`config.mk`:
```
export PLATFORM = sky130hd
export DESIGN_NAME = pci_tgt_tracker
export DESIGN_NICKNAME = d
export VERILOG_FILES = /design/src/rtl/pci_tt_pkg.sv /design/src/rtl/pci_tt_decode.sv /design/src/rtl/pci_tt_fsm.sv /design/src/rtl/pci_tt_beat.sv /design/src/rtl/pci_tgt_tracker.sv
export SDC_FILE = /design/constraint.sdc
export NUM_CORES = 1
export LEC_CHECK = 0
export BUFFER_PORTS_ARGS = -buffer_cell sky130_fd_sc_hd__buf_2
export CORE_UTILIZATION = 47
export DETAILED_ROUTE_END_ITERATION = 12
export PLACE_DENSITY = 0.9
export SLEW_MARGIN = 20
export SYNTH_ARGS = -nofsm -noshare
export SYNTH_HDL_FRONTEND = slang
export SYNTH_SLANG_ARGS = --single-unit
```
`constraint.sdc`:
```
create_clock -name clk -period 4.2 [get_ports clk]
set_clock_uncertainty 0.1 [all_clocks]
set_input_delay 0.42 -clock clk [delete_from_list [all_inputs] [get_ports clk]]
set_output_delay 0.42 -clock clk [all_outputs]
set_load 0.01 [all_outputs]
```
`src/rtl/pci_tt_pkg.sv`:
```
package pci_tt_pkg;

  typedef enum logic [1:0] {
    ST_IDLE = 2'd0,
    ST_DEC  = 2'd1,
    ST_DATA = 2'd2,
    ST_SKIP = 2'd3
  } tt_state_e;

  localparam logic [3:0] CMD_MEM_RD = 4'b0110;
  localparam logic [3:0] CMD_MEM_WR = 4'b0111;
  localparam logic [3:0] CMD_CFG_RD = 4'b1010;
  localparam logic [3:0] CMD_CFG_WR = 4'b1011;

endpackage

```
`src/rtl/pci_tt_decode.sv`:
```
module pci_tt_decode
  import pci_tt_pkg::*;
#(
  parameter int              ADDR_W    = 32,
  parameter int              WIN_BITS  = 12,
  parameter logic [ADDR_W-1:0] BASE_ADDR = '0
) (
  input  logic [ADDR_W-1:WIN_BITS] tag_i,
  input  logic [3:0]               cmd_i,
  input  logic                     idsel_i,
  output logic                     claim_o,
  output logic                     is_write_o,
  output logic                     is_cfg_o
);

  localparam logic [ADDR_W-1:WIN_BITS] BASE_TAG = BASE_ADDR[ADDR_W-1:WIN_BITS];

  logic mem_cmd;
  logic cfg_cmd;
  logic in_window;

  always_comb begin
    mem_cmd    = 1'b0;
    cfg_cmd    = 1'b0;
    is_write_o = 1'b0;
    unique case (cmd_i)
      CMD_MEM_RD: mem_cmd = 1'b1;
      CMD_MEM_WR: begin mem_cmd = 1'b1; is_write_o = 1'b1; end
      CMD_CFG_RD: cfg_cmd = 1'b1;
      CMD_CFG_WR: begin cfg_cmd = 1'b1; is_write_o = 1'b1; end
      default: ;
    endcase
  end

  assign in_window = (tag_i == BASE_TAG);
  assign is_cfg_o  = cfg_cmd;
  assign claim_o   = (mem_cmd && in_window) || (cfg_cmd && idsel_i);

endmodule

```
`src/rtl/pci_tt_fsm.sv`:
```
module pci_tt_fsm
  import pci_tt_pkg::*;
(
  input  logic      clk,
  input  logic      rst_n,
  input  logic      frame_n_i,
  input  logic      irdy_n_i,
  input  logic      claim_i,
  input  logic      ready_i,
  output tt_state_e state_o,
  output logic      devsel_n_o,
  output logic      trdy_n_o,
  output logic      drive_hi_o,
  output logic      capture_o,
  output logic      beat_o,
  output logic      final_o
);

  tt_state_e state_q;
  logic      devsel_q;
  logic      trdy_q;
  logic      drive_hi_q;

  assign capture_o = (state_q == ST_IDLE) && !frame_n_i;
  assign beat_o    = (state_q == ST_DATA) && !trdy_q && !irdy_n_i;
  assign final_o   = beat_o && frame_n_i;

  always_ff @(posedge clk or negedge rst_n) begin
    if (!rst_n) begin
      state_q    <= ST_IDLE;
      devsel_q   <= 1'b1;
      trdy_q     <= 1'b1;
      drive_hi_q <= 1'b0;
    end else begin
      drive_hi_q <= 1'b0;
      unique case (state_q)
        ST_IDLE: begin
          if (capture_o) state_q <= claim_i ? ST_DEC : ST_SKIP;
        end
        ST_DEC: begin
          state_q  <= ST_DATA;
          devsel_q <= 1'b0;
          trdy_q   <= 1'b1;
        end
        ST_DATA: begin
          if (final_o) begin
            state_q    <= ST_IDLE;
            devsel_q   <= 1'b1;
            trdy_q     <= 1'b1;
            drive_hi_q <= 1'b1;
          end else begin
            trdy_q <= !ready_i;
          end
        end
        ST_SKIP: begin
          if (frame_n_i && irdy_n_i) state_q <= ST_IDLE;
        end
        default: state_q <= ST_IDLE;
      endcase
    end
  end

  assign state_o    = state_q;
  assign devsel_n_o = devsel_q;
  assign trdy_n_o   = trdy_q;
  assign drive_hi_o = drive_hi_q;

endmodule

```
`src/rtl/pci_tt_beat.sv`:
```
module pci_tt_beat #(
  parameter int ADDR_W = 32,
  parameter int DATA_W = 32
) (
  input  logic              clk,
  input  logic              rst_n,
  input  logic              capture_i,
  input  logic              beat_i,
  input  logic [ADDR_W-1:0] start_addr_i,
  input  logic              is_write_i,
  input  logic              is_cfg_i,
  output logic [ADDR_W-1:0] addr_o,
  output logic              write_o,
  output logic              cfg_o
);

  localparam int ADDR_STEP = DATA_W / 8;

  logic [ADDR_W-1:0] addr_q;
  logic              write_q;
  logic              cfg_q;

  always_ff @(posedge clk or negedge rst_n) begin
    if (!rst_n) begin
      addr_q  <= '0;
      write_q <= 1'b0;
      cfg_q   <= 1'b0;
    end else if (capture_i) begin
      addr_q  <= start_addr_i;
      write_q <= is_write_i;
      cfg_q   <= is_cfg_i;
    end else if (beat_i) begin
      addr_q  <= addr_q + ADDR_W'(ADDR_STEP);
    end
  end

  assign addr_o  = addr_q;
  assign write_o = write_q;
  assign cfg_o   = cfg_q;

endmodule

```
`src/rtl/pci_tgt_tracker.sv`:
```
module pci_tgt_tracker
  import pci_tt_pkg::*;
#(
  parameter int          DATA_W    = 32,
  parameter int          WIN_BITS  = 12,
  parameter logic [31:0] BASE_ADDR = 32'h8000_0000,
  localparam int         BE_W      = DATA_W / 8
) (
  input  logic              clk,
  input  logic              rst_n,
  input  logic              frame_n_i,
  input  logic              irdy_n_i,
  input  logic              idsel_i,
  input  logic [DATA_W-1:0] ad_i,
  input  logic [BE_W-1:0]   cbe_n_i,
  output logic [DATA_W-1:0] ad_o,
  output logic              ad_oe_o,
  output logic              devsel_n_o,
  output logic              trdy_n_o,
  output logic              ctl_oe_o,
  output logic              xfer_valid_o,
  input  logic              xfer_ready_i,
  output logic [DATA_W-1:0] xfer_addr_o,
  output logic [DATA_W-1:0] xfer_data_o,
  output logic [BE_W-1:0]   xfer_be_o,
  output logic              xfer_write_o,
  output logic              xfer_cfg_o,
  output logic              xfer_last_o,
  input  logic [DATA_W-1:0] rd_data_i
);

  tt_state_e state;
  logic      claim, dec_write, dec_cfg;
  logic      capture, beat, final_beat, drive_hi;
  logic      wr_q, cfg_q;

  pci_tt_decode #(
    .ADDR_W   (DATA_W),
    .WIN_BITS (WIN_BITS),
    .BASE_ADDR(BASE_ADDR)
  ) u_decode (
    .tag_i     (ad_i[DATA_W-1:WIN_BITS]),
    .cmd_i     (cbe_n_i[3:0]),
    .idsel_i   (idsel_i),
    .claim_o   (claim),
    .is_write_o(dec_write),
    .is_cfg_o  (dec_cfg)
  );

  pci_tt_fsm u_fsm (
    .clk       (clk),
    .rst_n     (rst_n),
    .frame_n_i (frame_n_i),
    .irdy_n_i  (irdy_n_i),
    .claim_i   (claim),
    .ready_i   (xfer_ready_i),
    .state_o   (state),
    .devsel_n_o(devsel_n_o),
    .trdy_n_o  (trdy_n_o),
    .drive_hi_o(drive_hi),
    .capture_o (capture),
    .beat_o    (beat),
    .final_o   (final_beat)
  );

  pci_tt_beat #(
    .ADDR_W(DATA_W),
    .DATA_W(DATA_W)
  ) u_beat (
    .clk         (clk),
    .rst_n       (rst_n),
    .capture_i   (capture),
    .beat_i      (beat),
    .start_addr_i(ad_i),
    .is_write_i  (dec_write),
    .is_cfg_i    (dec_cfg),
    .addr_o      (xfer_addr_o),
    .write_o     (wr_q),
    .cfg_o       (cfg_q)
  );

  assign ctl_oe_o     = (state == ST_DEC) || (state == ST_DATA) || drive_hi;
  assign ad_oe_o      = (state == ST_DATA) && !wr_q;
  assign ad_o         = rd_data_i;
  assign xfer_valid_o = beat;
  assign xfer_last_o  = final_beat;
  assign xfer_data_o  = wr_q ? ad_i : rd_data_i;
  assign xfer_be_o    = ~cbe_n_i;
  assign xfer_write_o = wr_q;
  assign xfer_cfg_o   = cfg_q;

endmodule

```
==> summary.txt <==
Yosys
  • Post-synth ARST share: 1.000
  • Seq/Total Area, Yosys: 0.3297
  • Synth area leaders: dfrtp_1 31%, mux2_2 12%, buf_4 8.3%
  • Top FF cell, synth: dfrtp_1
  • Area share of the largest cell type after synthesis: 0.3120
  • Number of enable flip-flop cells after synthesis: 0
  • Syn Area/Cell: 8.939 um^2
  • Yosys cell types: 50
  • Top-count cell post-synth: dfrtp_1
  • #FFs+latches synth: 39
  • Top cells by count, synth: 37 x dfrtp_1, 33 x buf_4, 32 x mux2_2, 31 x nand2_1, 22 x nor2_1
  • Synth Cell Area: 0.002968 mm^2
  • Mapped Cells: 332
  • YS warnings: 0
  • Leading area contributor after synthesis: dfrtp_1
  • Synthesized Nets: 412

Floorplan
  • Initial Util: 0.4954
  • I/O Pins: 182
  • Die ar.: roughly 0.0066 mm^2
  • Die span in y: 81.47 um
  • Core Region: 0.005991 mm^2
  • Die X: 81.47 um
  • Rows: 28

Global routing
  • Largest net degree at the start of global routing: 42
  • GRT Overall Usage: 0.2667
  • First-pass GRT wire length: 13410 um
  • Gr ovfl total: 0
  • Antenna violations before repair: 0
  • Vias in the first global route: 2791

Setup path
  • Worst endpoint required time: 4.31 ns
  • Crit Path Class: reg2reg
  • Slowest cell on crit path: or4b_1
  • CP max stage delay: 0.61 ns
  • CP Launch Type: register
  • WP buf/inv: 2
  • Worst-path maximum fanout: 14
  • CP cell instances: inv_1, ha_1, or3b_1, inv_2, nand3_1, or4b_1, a31oi_1
  • Crit. End Element: register
  • Worst EP arrival: 2.92 ns
  • R2R cell count: 7
  • Worst path depth: 7
  • Cell family with most CP delay: simple AND/OR/NAND/NOR gates

Layout
  • Area grow syn2layout: 25.51%
  • Post-layout net count: 553
  • Antenna Diode Count: 0
  • Share of cells above drive strength 1: 0.4852

Placement
  • Gpl congestion: 0.7989
  • Setup Slack @ Placement: 1.409 ns
  • IO Port Bufs: around 180
  • DP HPWL: 6720 um

Drt
  • M1 WL: 3357 um
  • 1st-iter DRT viols: 306
  • Final routed DRC violation total: 0
  • Via/cell ratio: 5.641
  • Max Used Layer: met4
  • Via count: 3097
  • Final ANT Viol Nets: 0
  • Met3 wire len: 744 um
  • WL/cell: 15.57 um
  • WL final: 8549 um
  • Pre-antenna DRT Iters: 4
  • Met2 wire length: 4292 um

Run
  • Max Cap Viol: 0

Clock tree
  • Skew-Pair Late Insertion Delay: 0.29 ns
  • Clk sinks: 39
  • Hold-fix buffers at CTS: 0
  • CTS clk-pin slew, worst paths: roughly 0.070 ns
  • Post-CTS sizing: 0
  • Root buffer cell: clkbuf_8
  • CTS tree: done
  • Htree depth: 2
  • CTS Buffer Depth: 2
  • CTS Buf Count: 5
  • Post-CTS setup buffers: 0

STA
  • Final setup fails: 0
  • Min Tclk post-route: 2.807 ns
  • Final setup TNS: 0 ns
  • Fin. Hold Viols: 0
  • Fin worst setup slack: between 1 and 1.5 ns
  • Max-slew violations: 0
  • Fin crit share: 0.6683
  • Fmax: 356.3 MHz
  • Worst-Margin Slew: 1.030 ns
  • Slew margin rel.: 0.3135
  • RSZ-0062 raised after global routing: no

Outcome
  • Status: finished clean

Power
  • VDD IR max: 0.3399 mV
  • Leakage: 1.752 nW
  • Pwr/cell area: 588.9 mW/mm^2

Hold path
  • Worst min path class: in2async
report_power, final:
part           switching, mW  internal [mW]
combinational          0.602          0.527
clock                  0.127          0.117
sequential             0.270          0.552
total                  0.998           1.20
metal layers:
| metal | vias up | GRT usage |
|---|---|---|
| li1 | 1475 | - |
| met1 | 1444 | 0.3244 |
| met2 | 164 | 0.4683 |
| met3 | 14 | 0.05333 |
| met4 | 0 | 0.08750 |
| met5 | - | 0 |
cells by family after synthesis:
| logic type | Yosys count | synth area share |
|---|---|---|
| and+or+nand+nor | 119 | 0.2226 |
| buffers and inverters | 65 | 0.1357 |
| AOI/OAI and AO/OA | 58 | 0.1265 |
| DFF | 39 | 0.3297 |
| muxes | 33 | 0.1248 |
| xor gates and xnor gates | 12 | 0.03542 |
| adders and majority gates | 6 | 0.02529 |
worst paths after layout:
check	startpoint	end	slack (ns)
min in group clk	ad_i[1]	u_beat.addr_o[1]	0.24
hold / removal	rst_n	u_beat.addr_o[5]	0.15
setup reg to reg	u_fsm.state_o[0]	u_beat.addr_o[23]	1.39
max in group asynchronous	rst_n	u_beat.addr_o[27]	3.30
hold reg to reg	u_beat.addr_o[0]	u_beat.addr_o[0]	0.38
setup / recovery	u_fsm.state_o[0]	u_beat.addr_o[23]	1.39
final cells by class:
type | instances | area, um^2
fill | 511 | 2266
multi-input combinational | 228 | 1587
sequential | 39 | 978.4
timing repair buffer | 184 | 928.4
tap | 75 | 93.84
clock buffer | 7 | 76.32
inverter | 15 | 56.30
clock inverter | 1 | 5.005
flip-flops by register name, summed over array words and instances (netlist names):
register,flops
u_fsm.trdy_n_o,1
u_beat.write_o,1
u_fsm.state_o,2
u_fsm.devsel_n_o,1
u_beat.addr_o,32
u_fsm.drive_hi_o,1
u_beat.cfg_o,1
stage by stage:
stage	cell area [um^2]	util	instances	hold WS, ns	power, mW
2_1_floorplan	2968	-	332	0.02441	1.497
3_3_place_gp	3643	0.6082	541	0.3584	1.902
3_5_place_dp	3643	0.6082	541	0.3636	1.949
4_1_cts	3725	0.6218	549	0.1742	2.201
5_1_grt	3725	0.6218	549	0.2185	2.387
6_report	3725	0.6218	549	0.1453	2.194
layout by cell type, fill, tap and decap left out, drive strengths merged, types with 4 or more instances in the layout:
cell type,count
nor2,22
inv,15
xnor2,9
ha,6
o21ai,18
dfrtp,37
or3,7
mux2,32
nor4,7
buf,184
nand3,7
clkbuf,7
nor3,4
or4,14
a31oi,18
nand4,13
o31ai,11
nand2,31
Note: power is estimated with default switching activity, not from simulation.
